--- src/rtl/ptp_cfu_pkg.sv ---
package ptp_cfu_pkg;
  localparam int OFF_W = 16;
  localparam int POS_W = OFF_W + 1;
  localparam int TS_W  = 96;
  localparam int CF_W  = 64;
  localparam logic [63:0] NS_PER_S = 64'd1_000_000_000;

  typedef struct packed {
    logic             cf_en;
    logic             fmt64;
    logic             zero_en;
    logic             fix_en;
    logic [OFF_W-1:0] cf_off;
    logic [OFF_W-1:0] zero_off;
    logic [OFF_W-1:0] fix_off;
  } pkt_ctl_t;

  typedef struct packed {
    logic [7:0]       data;
    logic             sop;
    logic             eop;
    logic [POS_W-1:0] pos;
  } beat_t;

  // end-around-carry 16-bit sum
  function automatic logic [15:0] oc_add(logic [15:0] a, logic [15:0] b);
    logic [16:0] t;
    t = {1'b0, a} + {1'b0, b};
    return t[15:0] + {15'd0, t[16]};
  endfunction

  function automatic logic [15:0] oc_fold64(logic [63:0] x);
    return oc_add(oc_add(x[63:48], x[47:32]), oc_add(x[31:16], x[15:0]));
  endfunction

  function automatic logic [15:0] fix_patch(logic [15:0] old_word, logic [63:0] old_cf,
                                            logic [63:0] new_cf, logic swap);
    logic [15:0] d;
    d = oc_add(oc_fold64(old_cf), ~oc_fold64(new_cf));
    if (swap) d = {d[7:0], d[15:8]};
    return oc_add(old_word, d);
  endfunction

  function automatic logic [63:0] resid_calc(logic fmt64, logic [TS_W-1:0] eg,
                                             logic [TS_W-1:0] ig);
    logic [63:0] sd, nd, fd;
    sd = {16'd0, eg[95:48]} - {16'd0, ig[95:48]};
    nd = {32'd0, eg[47:16]} - {32'd0, ig[47:16]};
    fd = {48'd0, eg[15:0]} - {48'd0, ig[15:0]};
    if (fmt64) return eg[63:0] - ig[63:0];
    return (((sd * NS_PER_S) + nd) << 16) + fd;
  endfunction
endpackage

--- src/rtl/cfu_delay_line.sv ---
module cfu_delay_line #(
  parameter int DEPTH = 16,
  parameter int W     = 8
) (
  input  logic                         clk,
  input  logic                         rst_n,
  input  logic                         push,
  input  logic                         pop,
  input  logic [W-1:0]                 din,
  output logic [W-1:0]                 dout,
  output logic [$clog2(DEPTH+1)-1:0]   count
);
  localparam int PTR_W = (DEPTH > 1) ? $clog2(DEPTH) : 1;
  localparam int CNT_W = $clog2(DEPTH + 1);

  logic [W-1:0]     mem [DEPTH];
  logic [PTR_W-1:0] wr_q, wr_d, rd_q, rd_d;
  logic [CNT_W-1:0] cnt_q, cnt_d;

  function automatic logic [PTR_W-1:0] bump(logic [PTR_W-1:0] p);
    return (p == PTR_W'(DEPTH - 1)) ? '0 : p + 1'b1;
  endfunction

  always_comb begin
    wr_d  = push ? bump(wr_q) : wr_q;
    rd_d  = pop  ? bump(rd_q) : rd_q;
    cnt_d = cnt_q + CNT_W'(push) - CNT_W'(pop);
  end

  always_ff @(posedge clk or negedge rst_n) begin
    if (!rst_n) begin
      wr_q  <= '0;
      rd_q  <= '0;
      cnt_q <= '0;
    end else begin
      wr_q  <= wr_d;
      rd_q  <= rd_d;
      cnt_q <= cnt_d;
    end
  end

  always_ff @(posedge clk) begin
    if (push) mem[wr_q] <= din;
  end

  assign dout  = mem[rd_q];
  assign count = cnt_q;
endmodule

--- src/rtl/cfu_field_track.sv ---
module cfu_field_track
  import ptp_cfu_pkg::*;
(
  input  logic             clk,
  input  logic             rst_n,
  input  logic             fire,
  input  logic             sop,
  input  logic [7:0]       data,
  input  logic [POS_W-1:0] pos,
  input  pkt_ctl_t         ctl_in,
  input  logic [TS_W-1:0]  ts_eg,
  input  logic [TS_W-1:0]  ts_ig,
  output logic [POS_W-1:0] cf_lo,
  output logic [POS_W-1:0] fix_lo,
  output logic [POS_W-1:0] zero_lo,
  output logic [CF_W-1:0]  new_cf,
  output logic [15:0]      new_fix,
  output logic             cf_ok,
  output logic             fix_ok,
  output logic             zero_ok
);
  pkt_ctl_t         ctl_q, ctl_d, cur;
  logic [CF_W-1:0]  res_q, res_d, old_q, old_d, ncf_q, ncf_d;
  logic [7:0]       fhi_q, fhi_d;
  logic [15:0]      nfx_q, nfx_d;
  logic             cfok_q, cfok_d, fxok_q, fxok_d, zok_q, zok_d;
  logic [POS_W-1:0] cf_s, cf_e, fx_s, fx_e, z_e;
  logic             cf_hit, fix_hit, zero_hit, in_cf, start;

  always_comb begin
    cur   = sop ? ctl_in : ctl_q;
    start = fire && sop;
    cf_s  = {1'b0, cur.cf_off};
    cf_e  = cf_s + POS_W'(7);
    fx_s  = {1'b0, cur.fix_off};
    fx_e  = fx_s + POS_W'(1);
    z_e   = {1'b0, cur.zero_off} + POS_W'(1);
    in_cf = (pos >= cf_s) && (pos <= cf_e);

    cf_hit   = fire && cur.cf_en && (pos == cf_e);
    fix_hit  = fire && cur.fix_en && cfok_q && (pos == fx_e) && (fx_s >= cf_s + POS_W'(8));
    zero_hit = fire && cur.zero_en && (pos == z_e);

    ctl_d = start ? ctl_in : ctl_q;
    res_d = start ? resid_calc(ctl_in.fmt64, ts_eg, ts_ig) : res_q;
    old_d = (fire && cur.cf_en && in_cf) ? {old_q[55:0], data} : old_q;
    ncf_d = cf_hit ? ({old_q[55:0], data} + res_q) : ncf_q;
    fhi_d = (fire && pos == fx_s) ? data : fhi_q;
    nfx_d = fix_hit ? fix_patch({fhi_q, data}, old_q, ncf_q, cur.cf_off[0] ^ cur.fix_off[0])
                    : nfx_q;

    cfok_d = start ? 1'b0 : (cf_hit   ? 1'b1 : cfok_q);
    fxok_d = start ? 1'b0 : (fix_hit  ? 1'b1 : fxok_q);
    zok_d  = start ? 1'b0 : (zero_hit ? 1'b1 : zok_q);
  end

  always_ff @(posedge clk or negedge rst_n) begin
    if (!rst_n) begin
      ctl_q  <= '0;
      res_q  <= '0;
      old_q  <= '0;
      ncf_q  <= '0;
      fhi_q  <= '0;
      nfx_q  <= '0;
      cfok_q <= 1'b0;
      fxok_q <= 1'b0;
      zok_q  <= 1'b0;
    end else begin
      ctl_q  <= ctl_d;
      res_q  <= res_d;
      old_q  <= old_d;
      ncf_q  <= ncf_d;
      fhi_q  <= fhi_d;
      nfx_q  <= nfx_d;
      cfok_q <= cfok_d;
      fxok_q <= fxok_d;
      zok_q  <= zok_d;
    end
  end

  assign cf_lo   = {1'b0, ctl_q.cf_off};
  assign fix_lo  = {1'b0, ctl_q.fix_off};
  assign zero_lo = {1'b0, ctl_q.zero_off};
  assign new_cf  = ncf_q;
  assign new_fix = nfx_q;
  assign cf_ok   = cfok_q;
  assign fix_ok  = fxok_q;
  assign zero_ok = zok_q;
endmodule

--- src/rtl/cfu_rewrite.sv ---
module cfu_rewrite
  import ptp_cfu_pkg::*;
(
  input  beat_t            head,
  input  logic [POS_W-1:0] cf_lo,
  input  logic [POS_W-1:0] fix_lo,
  input  logic [POS_W-1:0] zero_lo,
  input  logic [CF_W-1:0]  new_cf,
  input  logic [15:0]      new_fix,
  input  logic             cf_ok,
  input  logic             fix_ok,
  input  logic             zero_ok,
  output logic [7:0]       data
);
  logic [POS_W-1:0] rel;
  logic [2:0]       idx;

  always_comb begin
    rel  = head.pos - cf_lo;
    idx  = rel[2:0];
    data = head.data;
    if (cf_ok && (head.pos >= cf_lo) && (rel < POS_W'(8)))
      data = new_cf[{~idx, 3'b000} +: 8];
    else if (fix_ok && head.pos == fix_lo)
      data = new_fix[15:8];
    else if (fix_ok && head.pos == fix_lo + POS_W'(1))
      data = new_fix[7:0];
    else if (zero_ok && (head.pos == zero_lo || head.pos == zero_lo + POS_W'(1)))
      data = '0;
  end
endmodule

--- src/rtl/ptp_cf_updater.sv ---
module ptp_cf_updater
  import ptp_cfu_pkg::*;
#(
  parameter int DEPTH = 16
) (
  input  logic              clk,
  input  logic              rst_n,
  input  logic              in_valid,
  output logic              in_ready,
  input  logic [7:0]        in_data,
  input  logic              in_sop,
  input  logic              in_eop,
  input  logic              ctl_cf_en,
  input  logic              ctl_fmt64,
  input  logic              ctl_zero_en,
  input  logic              ctl_fix_en,
  input  logic [OFF_W-1:0]  cf_off,
  input  logic [OFF_W-1:0]  zero_off,
  input  logic [OFF_W-1:0]  fix_off,
  input  logic [TS_W-1:0]   ts_ingress,
  input  logic [TS_W-1:0]   ts_egress,
  output logic              out_valid,
  input  logic              out_ready,
  output logic [7:0]        out_data,
  output logic              out_sop,
  output logic              out_eop
);
  localparam int CNT_W  = $clog2(DEPTH + 1);
  localparam int BEAT_W = $bits(beat_t);

  logic [1:0]       rs_q;
  logic             rst_i_n;
  logic [CNT_W-1:0] count;
  logic [POS_W-1:0] pos_q, pos_d, cur_pos;
  logic             drain_q, drain_d, full, ov, of, ir, inf;
  beat_t            beat_in, head;
  logic [BEAT_W-1:0] head_raw;
  pkt_ctl_t         ctl_in;
  logic [POS_W-1:0] cf_lo, fix_lo, zero_lo;
  logic [CF_W-1:0]  new_cf;
  logic [15:0]      new_fix;
  logic             cf_ok, fix_ok, zero_ok;

  // reset asserts at once, leaves after two clock edges
  always_ff @(posedge clk or negedge rst_n) begin
    if (!rst_n) rs_q <= '0;
    else        rs_q <= {rs_q[0], 1'b1};
  end
  assign rst_i_n = rs_q[1];

  always_comb begin
    full    = (count == CNT_W'(DEPTH));
    ov      = (count != '0) && (full || drain_q);
    of      = ov && out_ready;
    ir      = rst_i_n && !drain_q && (!full || of);
    inf     = in_valid && ir;
    cur_pos = in_sop ? '0 : pos_q;
    pos_d   = inf ? ((&cur_pos) ? cur_pos : cur_pos + POS_W'(1)) : pos_q;
    drain_d = (inf && in_eop) ? 1'b1 : ((count == '0) ? 1'b0 : drain_q);
    beat_in = '{data: in_data, sop: in_sop, eop: in_eop, pos: cur_pos};
    ctl_in  = '{cf_en: ctl_cf_en, fmt64: ctl_fmt64, zero_en: ctl_zero_en, fix_en: ctl_fix_en,
                cf_off: cf_off, zero_off: zero_off, fix_off: fix_off};
  end

  always_ff @(posedge clk or negedge rst_i_n) begin
    if (!rst_i_n) begin
      pos_q   <= '0;
      drain_q <= 1'b0;
    end else begin
      pos_q   <= pos_d;
      drain_q <= drain_d;
    end
  end

  cfu_delay_line #(.DEPTH(DEPTH), .W(BEAT_W)) u_line (
    .clk(clk), .rst_n(rst_i_n), .push(inf), .pop(of),
    .din(beat_in), .dout(head_raw), .count(count)
  );
  assign head = beat_t'(head_raw);

  cfu_field_track u_track (
    .clk(clk), .rst_n(rst_i_n), .fire(inf), .sop(in_sop), .data(in_data), .pos(cur_pos),
    .ctl_in(ctl_in), .ts_eg(ts_egress), .ts_ig(ts_ingress),
    .cf_lo(cf_lo), .fix_lo(fix_lo), .zero_lo(zero_lo), .new_cf(new_cf), .new_fix(new_fix),
    .cf_ok(cf_ok), .fix_ok(fix_ok), .zero_ok(zero_ok)
  );

  cfu_rewrite u_rw (
    .head(head), .cf_lo(cf_lo), .fix_lo(fix_lo), .zero_lo(zero_lo), .new_cf(new_cf),
    .new_fix(new_fix), .cf_ok(cf_ok), .fix_ok(fix_ok), .zero_ok(zero_ok), .data(out_data)
  );

  assign in_ready  = ir;
  assign out_valid = ov;
  assign out_sop   = head.sop;
  assign out_eop   = head.eop;
endmodule

--- config.mk ---
export PLATFORM = sky130hd
export DESIGN_NAME = ptp_cf_updater
export DESIGN_NICKNAME = d
export VERILOG_FILES = /design/src/rtl/ptp_cfu_pkg.sv /design/src/rtl/cfu_delay_line.sv /design/src/rtl/cfu_field_track.sv /design/src/rtl/cfu_rewrite.sv /design/src/rtl/ptp_cf_updater.sv
export SDC_FILE = /design/constraint.sdc
export NUM_CORES = 2
export LEC_CHECK = 0
export ABC_AREA = 1
export CAP_MARGIN = 0
export CORE_MARGIN = 2
export CORE_UTILIZATION = 67
export CTS_BUF_LIST = sky130_fd_sc_hd__clkbuf_4 sky130_fd_sc_hd__clkbuf_8
export DETAILED_ROUTE_END_ITERATION = 8
export PLACE_DENSITY = 0.92
export SYNTH_ARGS = -nofsm -noshare
export SYNTH_HDL_FRONTEND = slang
export SYNTH_SLANG_ARGS = --single-unit
--- constraint.sdc ---
create_clock -name clk -period 27.5 [get_ports clk]
set_clock_uncertainty 0.05 [all_clocks]
set_input_delay 5.5 -clock clk [delete_from_list [all_inputs] [get_ports clk]]
set_output_delay 5.5 -clock clk [all_outputs]
set_load 0.01 [all_outputs]
-- Word-level counts from Yosys, hierarchy flattened
Memories as Yosys holds them, arrays and structs flattened.
Cells that the tools add are included.
- add/subtract/negate cells: 35
- multiply operators: 1
- order comparisons: 5
- equal/unequal tests: 11
- shifts and indexed selects: 1
- mux-type cells: 23
- bitwise logic cells: 3
- reduce and logical (&&, ||, !) cells: 35
- operator list (operator ; count):
    16-bit by 16-bit adder with 17-bit output ; 8
    16-bit by 1-bit adder with 16-bit output ; 8
    64-bit adder ; 2
    64-bit 2-to-1 mux ; 2
    17-bit equality test ; 5
    16-bit by 1-bit adder with 17-bit output (second input constant) ; 4
    64-bit by 21-bit multiplier with 39-bit output (second input constant) ; 1
    64-bit by 7-bit indexed part select with 8-bit output ; 1
    64-bit subtractor ; 1
    52-bit 2-to-1 mux ; 1
    17-bit by 16-bit equality test with 1-bit output ; 3
    48-bit by 48-bit subtractor with 49-bit output ; 1
    48-bit adder ; 1
    17-bit by 16-bit >= comparator with 1-bit output ; 2
    17-bit 2-to-1 mux ; 2
    32-bit by 32-bit subtractor with 33-bit output ; 1
    8-bit 2-to-1 mux ; 4
    1-bit logical AND ; 23
    16-bit by 3-bit adder with 17-bit output (second input constant) ; 1
    16-bit by 4-bit adder with 17-bit output (second input constant) ; 1
    17-bit by 1-bit adder with 17-bit output (second input constant) ; 1
    16-bit by 17-bit >= comparator with 1-bit output ; 1
    17-bit <= comparator ; 1
    17-bit by 4-bit < comparator with 1-bit output (second input constant) ; 1
    19 further kinds ; 38
- register bits after elaboration: 304
- RAM bits: 432
- bits of input ports: 258
- memories: 1
- memories (name ; depth ; width ; rd ports ; clocked after memory_dff ; wr ports ; RTL line ; text):
    u_line.mem ; 16 ; 27 ; 1 ; 0 ; 1 ; cfu_delay_line.sv:16 ; logic [W-1:0] mem [DEPTH];

-- Logic depth before layout (Yosys ltp)
- word-level depth: 13
- depth in mapped cells: 98
- mapped depth without buffers: 98

-- Hierarchy
Synthesis repeated with hierarchy kept, for this count alone.
- cells, all modules: 9760
- area, all modules: 72258.1 um2
- modules (own cells, without submodules) (module ; instances ; cells an instance ; area an instance (um2) ; sequential area each (um2)):
    cfu_field_track ; 1 ; 6851 ; 47521.8 ; 6756.5
    cfu_delay_line ; 1 ; 1944 ; 19585.0 ; 13297.8
    cfu_rewrite ; 1 ; 724 ; 3590.9 ; 0.0
    ptp_cf_updater ; 1 ; 241 ; 1560.2 ; 500.5

-- Worst setup path after synthesis
Ideal clock, no wire load.
- path kind: input to register
- start: input port ts_egress[48]
- end: register u_track.res_q[59]
- library setup time: 0.119 ns
- data arrival time: 14.730 ns
- required time: 27.331 ns
- setup slack: 12.601 ns
- cell stages on the path: 45
- path buffers: 0
- cells stage by stage: inv_1 -> ha_1 -> inv_1 -> fa_1 -> nand3_1 -> nand2_1 -> xnor2_1 -> inv_1 -> ha_1 -> xnor2_1 -> fa_1 -> inv_1 -> fa_1 -> fa_1 -> fa_1 -> fa_1 -> inv_1 -> fa_1 -> (+9 left out) -> nand2_1 -> nor2_1 -> nand2_1 -> nor4b_1 -> nand3_1 -> nand3_1 -> xor2_1 -> ha_1 -> nand2_1 -> nor2_1 -> nand2_1 -> nor4_1 -> nand3b_1 -> o2111ai_1 -> a21oi_1 -> o21ai_0 -> nand3_1 -> o21a_1
- cells in the longest elaborated chain, start to end: 5
- elaborated cells between the ends (all ways): 7
- RTL lines (what ; RTL line ; text):
    from (decl) ; ptp_cf_updater.sv:21 ; input logic [TS_W-1:0] ts_egress,
    48-bit by 48-bit subtractor with 49-bit output ; ptp_cfu_pkg.sv:47 ; sd = {16'd0, eg[95:48]} - {16'd0, ig[95:48]};
    64-bit by 21-bit multiplier with 39-bit output ; ptp_cfu_pkg.sv:51 ; return (((sd * NS_PER_S) + nd) << 16) + fd;
    48-bit adder ; ptp_cfu_pkg.sv:51 ;
    64-bit adder ; ptp_cfu_pkg.sv:51 ;
    64-bit 2-to-1 mux (*) ; ptp_cfu_pkg.sv:51 ;
    to (signal assigned) ; cfu_field_track.sv:70 ; res_q <= res_d;
    to (decl) ; cfu_field_track.sv:23 ; logic [CF_W-1:0] res_q, res_d, old_q, old_d, ncf_q, ncf_d;
Every way passes the cells marked *; elsewhere a longest branch is shown, timed or not. The select of a mux whose other input is x is not followed.
A chain may end at the register's enable or synchronous reset.

-- Final worst setup path
- start: input port ts_egress[59]
- end: register u_track.res_q[60]
Same word-level chain as after synthesis.

==> summary.txt <==
Synthesis
  – Combinational family with the most area after synthesis: adder cells
  – Synth top area cells: edfxtp_1, ha_1, dfrtp_1, nand2_1, inv_1
  – #FFs+latches synth: 735
  – Post-synth net total: 10100
  – Top FF cell, synth: edfxtp_1
  – Seq/Total Area, Yosys: 29.6%
  – Synthesized instance count: 8888
  – Syn avg cell area: 7.82 um2
  – Ys async rst share: 41.2%
  – Mapped cell area: 0.0695 mm2
  – Largest area contributor in the netlist: edfxtp_1
  – Synth Area in Adders: 19.3%
  – Synth Area in XOR/XNOR: 7.32%
  – Netlist cell types: 81
  – Compound-Gate Fraction of Synth Area: 15.7%
  – Multiplexer area fraction after synthesis: 0.144%
  – Yosys warns: 0
  – Post-Synth Simple-Gate Area: 18.5%
  – Synth top area share: 18.7%
  – Post-synth EDFFs: 432

Global routing
  – Largest net degree at the start of global routing: 110
  – Grt met2 use: 71.3%
  – Grt met3 use: 9.07%
  – First-pass GRT wire length: 367 mm
  – Busiest grt layer: met2
  – All-Layer GR Usage: 44.9%
  – GRT met1 Usage: 56.8%
  – Vias in the first global route: 64700
  – Initial antenna violation count: 16
  – GRT overflow: 0

Finish
  – Fraction of layout cells with a size suffix above 1: 4.69%
  – Final Net Count: 10300
  – Design area: 0.0761 mm2
  – P&R area growth vs syn: 9.48%
  – Filler cell count in the final layout: 7554

Setup path
  – Critical-path maximum fanout: 7
  – CP max-delay cell: a2111oi_0
  – Most used cell, CP: nand2_1
  – Critical Path AT: 17.99 ns
  – R2r worst-path depth: 96
  – Startpoint types: primary input
  – CP max stage delay: 0.70 ns
  – Reg2reg setup slack: 12.43 ns
  – Critical Path RT: 28.13 ns
  – CP endpoint kind: flip-flop
  – Critical path class: in -> reg

STA
  – Setup TNS: 0 ns
  – Worst slew margin: 7.83%
  – Final hold slack: 0.135 ns
  – RSZ-0062 raised after global routing: false
  – Max-slew violation count: 0
  – Fin. Hold Viols: 0
  – Final setup vio count: 0
  – Ratio of final minimum period to clock period: 63.2%
  – Final Critical Period: 17.37 ns
  – Least-Margin Pin Slew: 1.38 ns
  – F_max: 57.6 MHz

Drt
  – Post-route DRC violation count: 0
  – Final WL: 243 mm
  – DR WL/cell: 22.9 um
  – Routed Antenna Nets: 0
  – Vias: 66400
  – Via density per instance: 6.25
  – Pre-antenna DRT Iters: 9
  – DR iter-0 viols: 8763

Status
  – Outcome: completed

Job
  – Max cap viols: 0

Clock network
  – Clk sink count: 735
  – Setup bufs post-CTS: 0
  – Post-CTS sizing: 0
  – Worst-path clk slew: 0.07 ns
  – CTS Buf Count: 116
  – Clock Latency Late Sink: 0.86 ns
  – Cts hold-fix bufs: 0
  – Clk root buf: clkbuf_8
  – CTS tree: built
  – CTS Buffer Depth: 3
  – H-tree depth: 3

Worst hold path
  – Worst min path class: reg -> async

Floorplanning
  – Core area: 0.103 mm2
  – Total die area: 0.106 mm2
  – Die W: 326 um
  – Initial Util: 67.3%
  – Die Height: 326 um
  – Rows: 118
  – IO Pins: 270

Placed design
  – Port Buffers: 251
  – Placed Area: 0.0734 mm2
  – Hpwl dp: 186 mm
  – Routability congestion estimate: 1.06
==> cell usage in the layout (no fill, tap or decap), drive strengths merged, types with 8 or more instances in the layout <==
master and n:
clkdlybuf4s50 249, nand3b 26, o211ai 58, bufinv 11, or2 58, a21oi 711
fa 271, nor4 41, a221oi 23, nand3 317, a31oi 96, o22ai 41
edfxtp 432, buf 68, a211oi 8, ha 638, clkinv 54, o31ai 13
a32o 14, nor3 101, inv 1491, nand4 89, a21boi 13, nor2 894
o221ai 29, o2111ai 19, xnor2 189, xor2 390, mux2i 10, dfrtp 303
a21o 46, clkbuf 151, o21a 53, o21ai 709, diode 17, nand2 1511
o21bai 45
==> worst paths after layout <==
check / start / to
max reg2reg: u_track.old_q[0]$_DFFE_PN0P_ / u_track.new_fix[15]$_DFFE_PN0P_
max in group asynchronous: rst_n / rs_q[1]$_DFF_PN0_
min in group clk: rs_q[0]$_DFF_PN0_ / rs_q[1]$_DFF_PN0_
min: rs_q[1]$_DFF_PN0_ / u_track.cf_lo[7]$_DFFE_PN0P_
max: ts_egress[59] / u_track.res_q[60]$_DFFE_PN0P_
min reg2reg: rs_q[1]$_DFF_PN0_ / u_track.cf_lo[7]$_DFFE_PN0P_
==> registers in the layout, indices dropped and copies added (netlist names), 2 cells and up <==
name             cells
u_track.ctl_q        3
rs_q                 2
u_track.fix_lo      16
u_line.rd_q          4
u_line.wr_q          4
pos_q               17
u_track.old_q       64
u_track.cf_lo       16
u_track.res_q       64
u_track.fhi_q        8
u_track.new_fix     16
u_track.zero_lo     16
u_line.mem         432
u_track.new_cf      64
u_line.count         5
==> area by class of cell <==
class | count | area (um2) | area share (%)
Antenna cell | 17 | 42.5 | 0.0559
Clock buffer | 151 | 1930 | 2.54
Clock inverter | 70 | 711 | 0.934
Inverter | 1493 | 5620 | 7.39
Multi-Input combinational cell | 6462 | 42500 | 55.8
Sequential cell | 735 | 20600 | 27.0
Tap cell | 1380 | 1730 | 2.27
Timing Repair Buffer | 317 | 3000 | 3.94
==> cell usage after synthesis (all sizes together), types with 53 or more instances <==
cell type / n
xor2: 390
nand3: 317
inv: 1486
o21a: 53
edfxtp: 432
o21ai: 709
nand2: 1511
o211ai: 58
nor3: 101
a21oi: 711
nand4: 89
a31oi: 96
fa: 271
clkbuf: 116
ha: 638
dfrtp: 303
buf: 82
xnor2: 189
nor2: 894
or2: 58
==> cells by family after synthesis <==
family                     after synthesis
muxes                                   10
adders and majority gates              909
buffers and inverters                 1691
other                                    1
DFF                                    735
xor gates and xnor gates               579
AOI/OAI and AO/OA                     1906
and+or+nand+nor                       3057
==> critical path, delay by kind of cell <==
kind | cells | cell delay [ns]
adders and majority gates | 11 | 5.46
AOI/OAI and AO/OA | 6 | 1.64
and+or+nand+nor | 20 | 2.70
buffers and inverters | 8 | 1.57
xor gates and xnor gates | 3 | 1.08
==> routing by layer <==
metal,share of wire (%),up-vias
li1,-,30000
met1,37,30800
met2,44,4561
met3,12,1067
met4,7.2,4
met5,0.012,-
==> through the flow <==
stage | cells | worst slack (ns) | utilization, %
final | 10600 | 10.13 | 73.7
after global routing | 10600 | 9.67 | 73.7
after CTS | 10600 | 10.50 | 73.7
after detailed placement | 10400 | 9.68 | 71.1
after global placement | 10400 | 9.79 | 71.1
after floorplan | 8888 | 12.60 | -
Power is left out: the tool's default activity adds up to more than one toggle a clock period on the data nets, which glitch-free logic cannot reach.
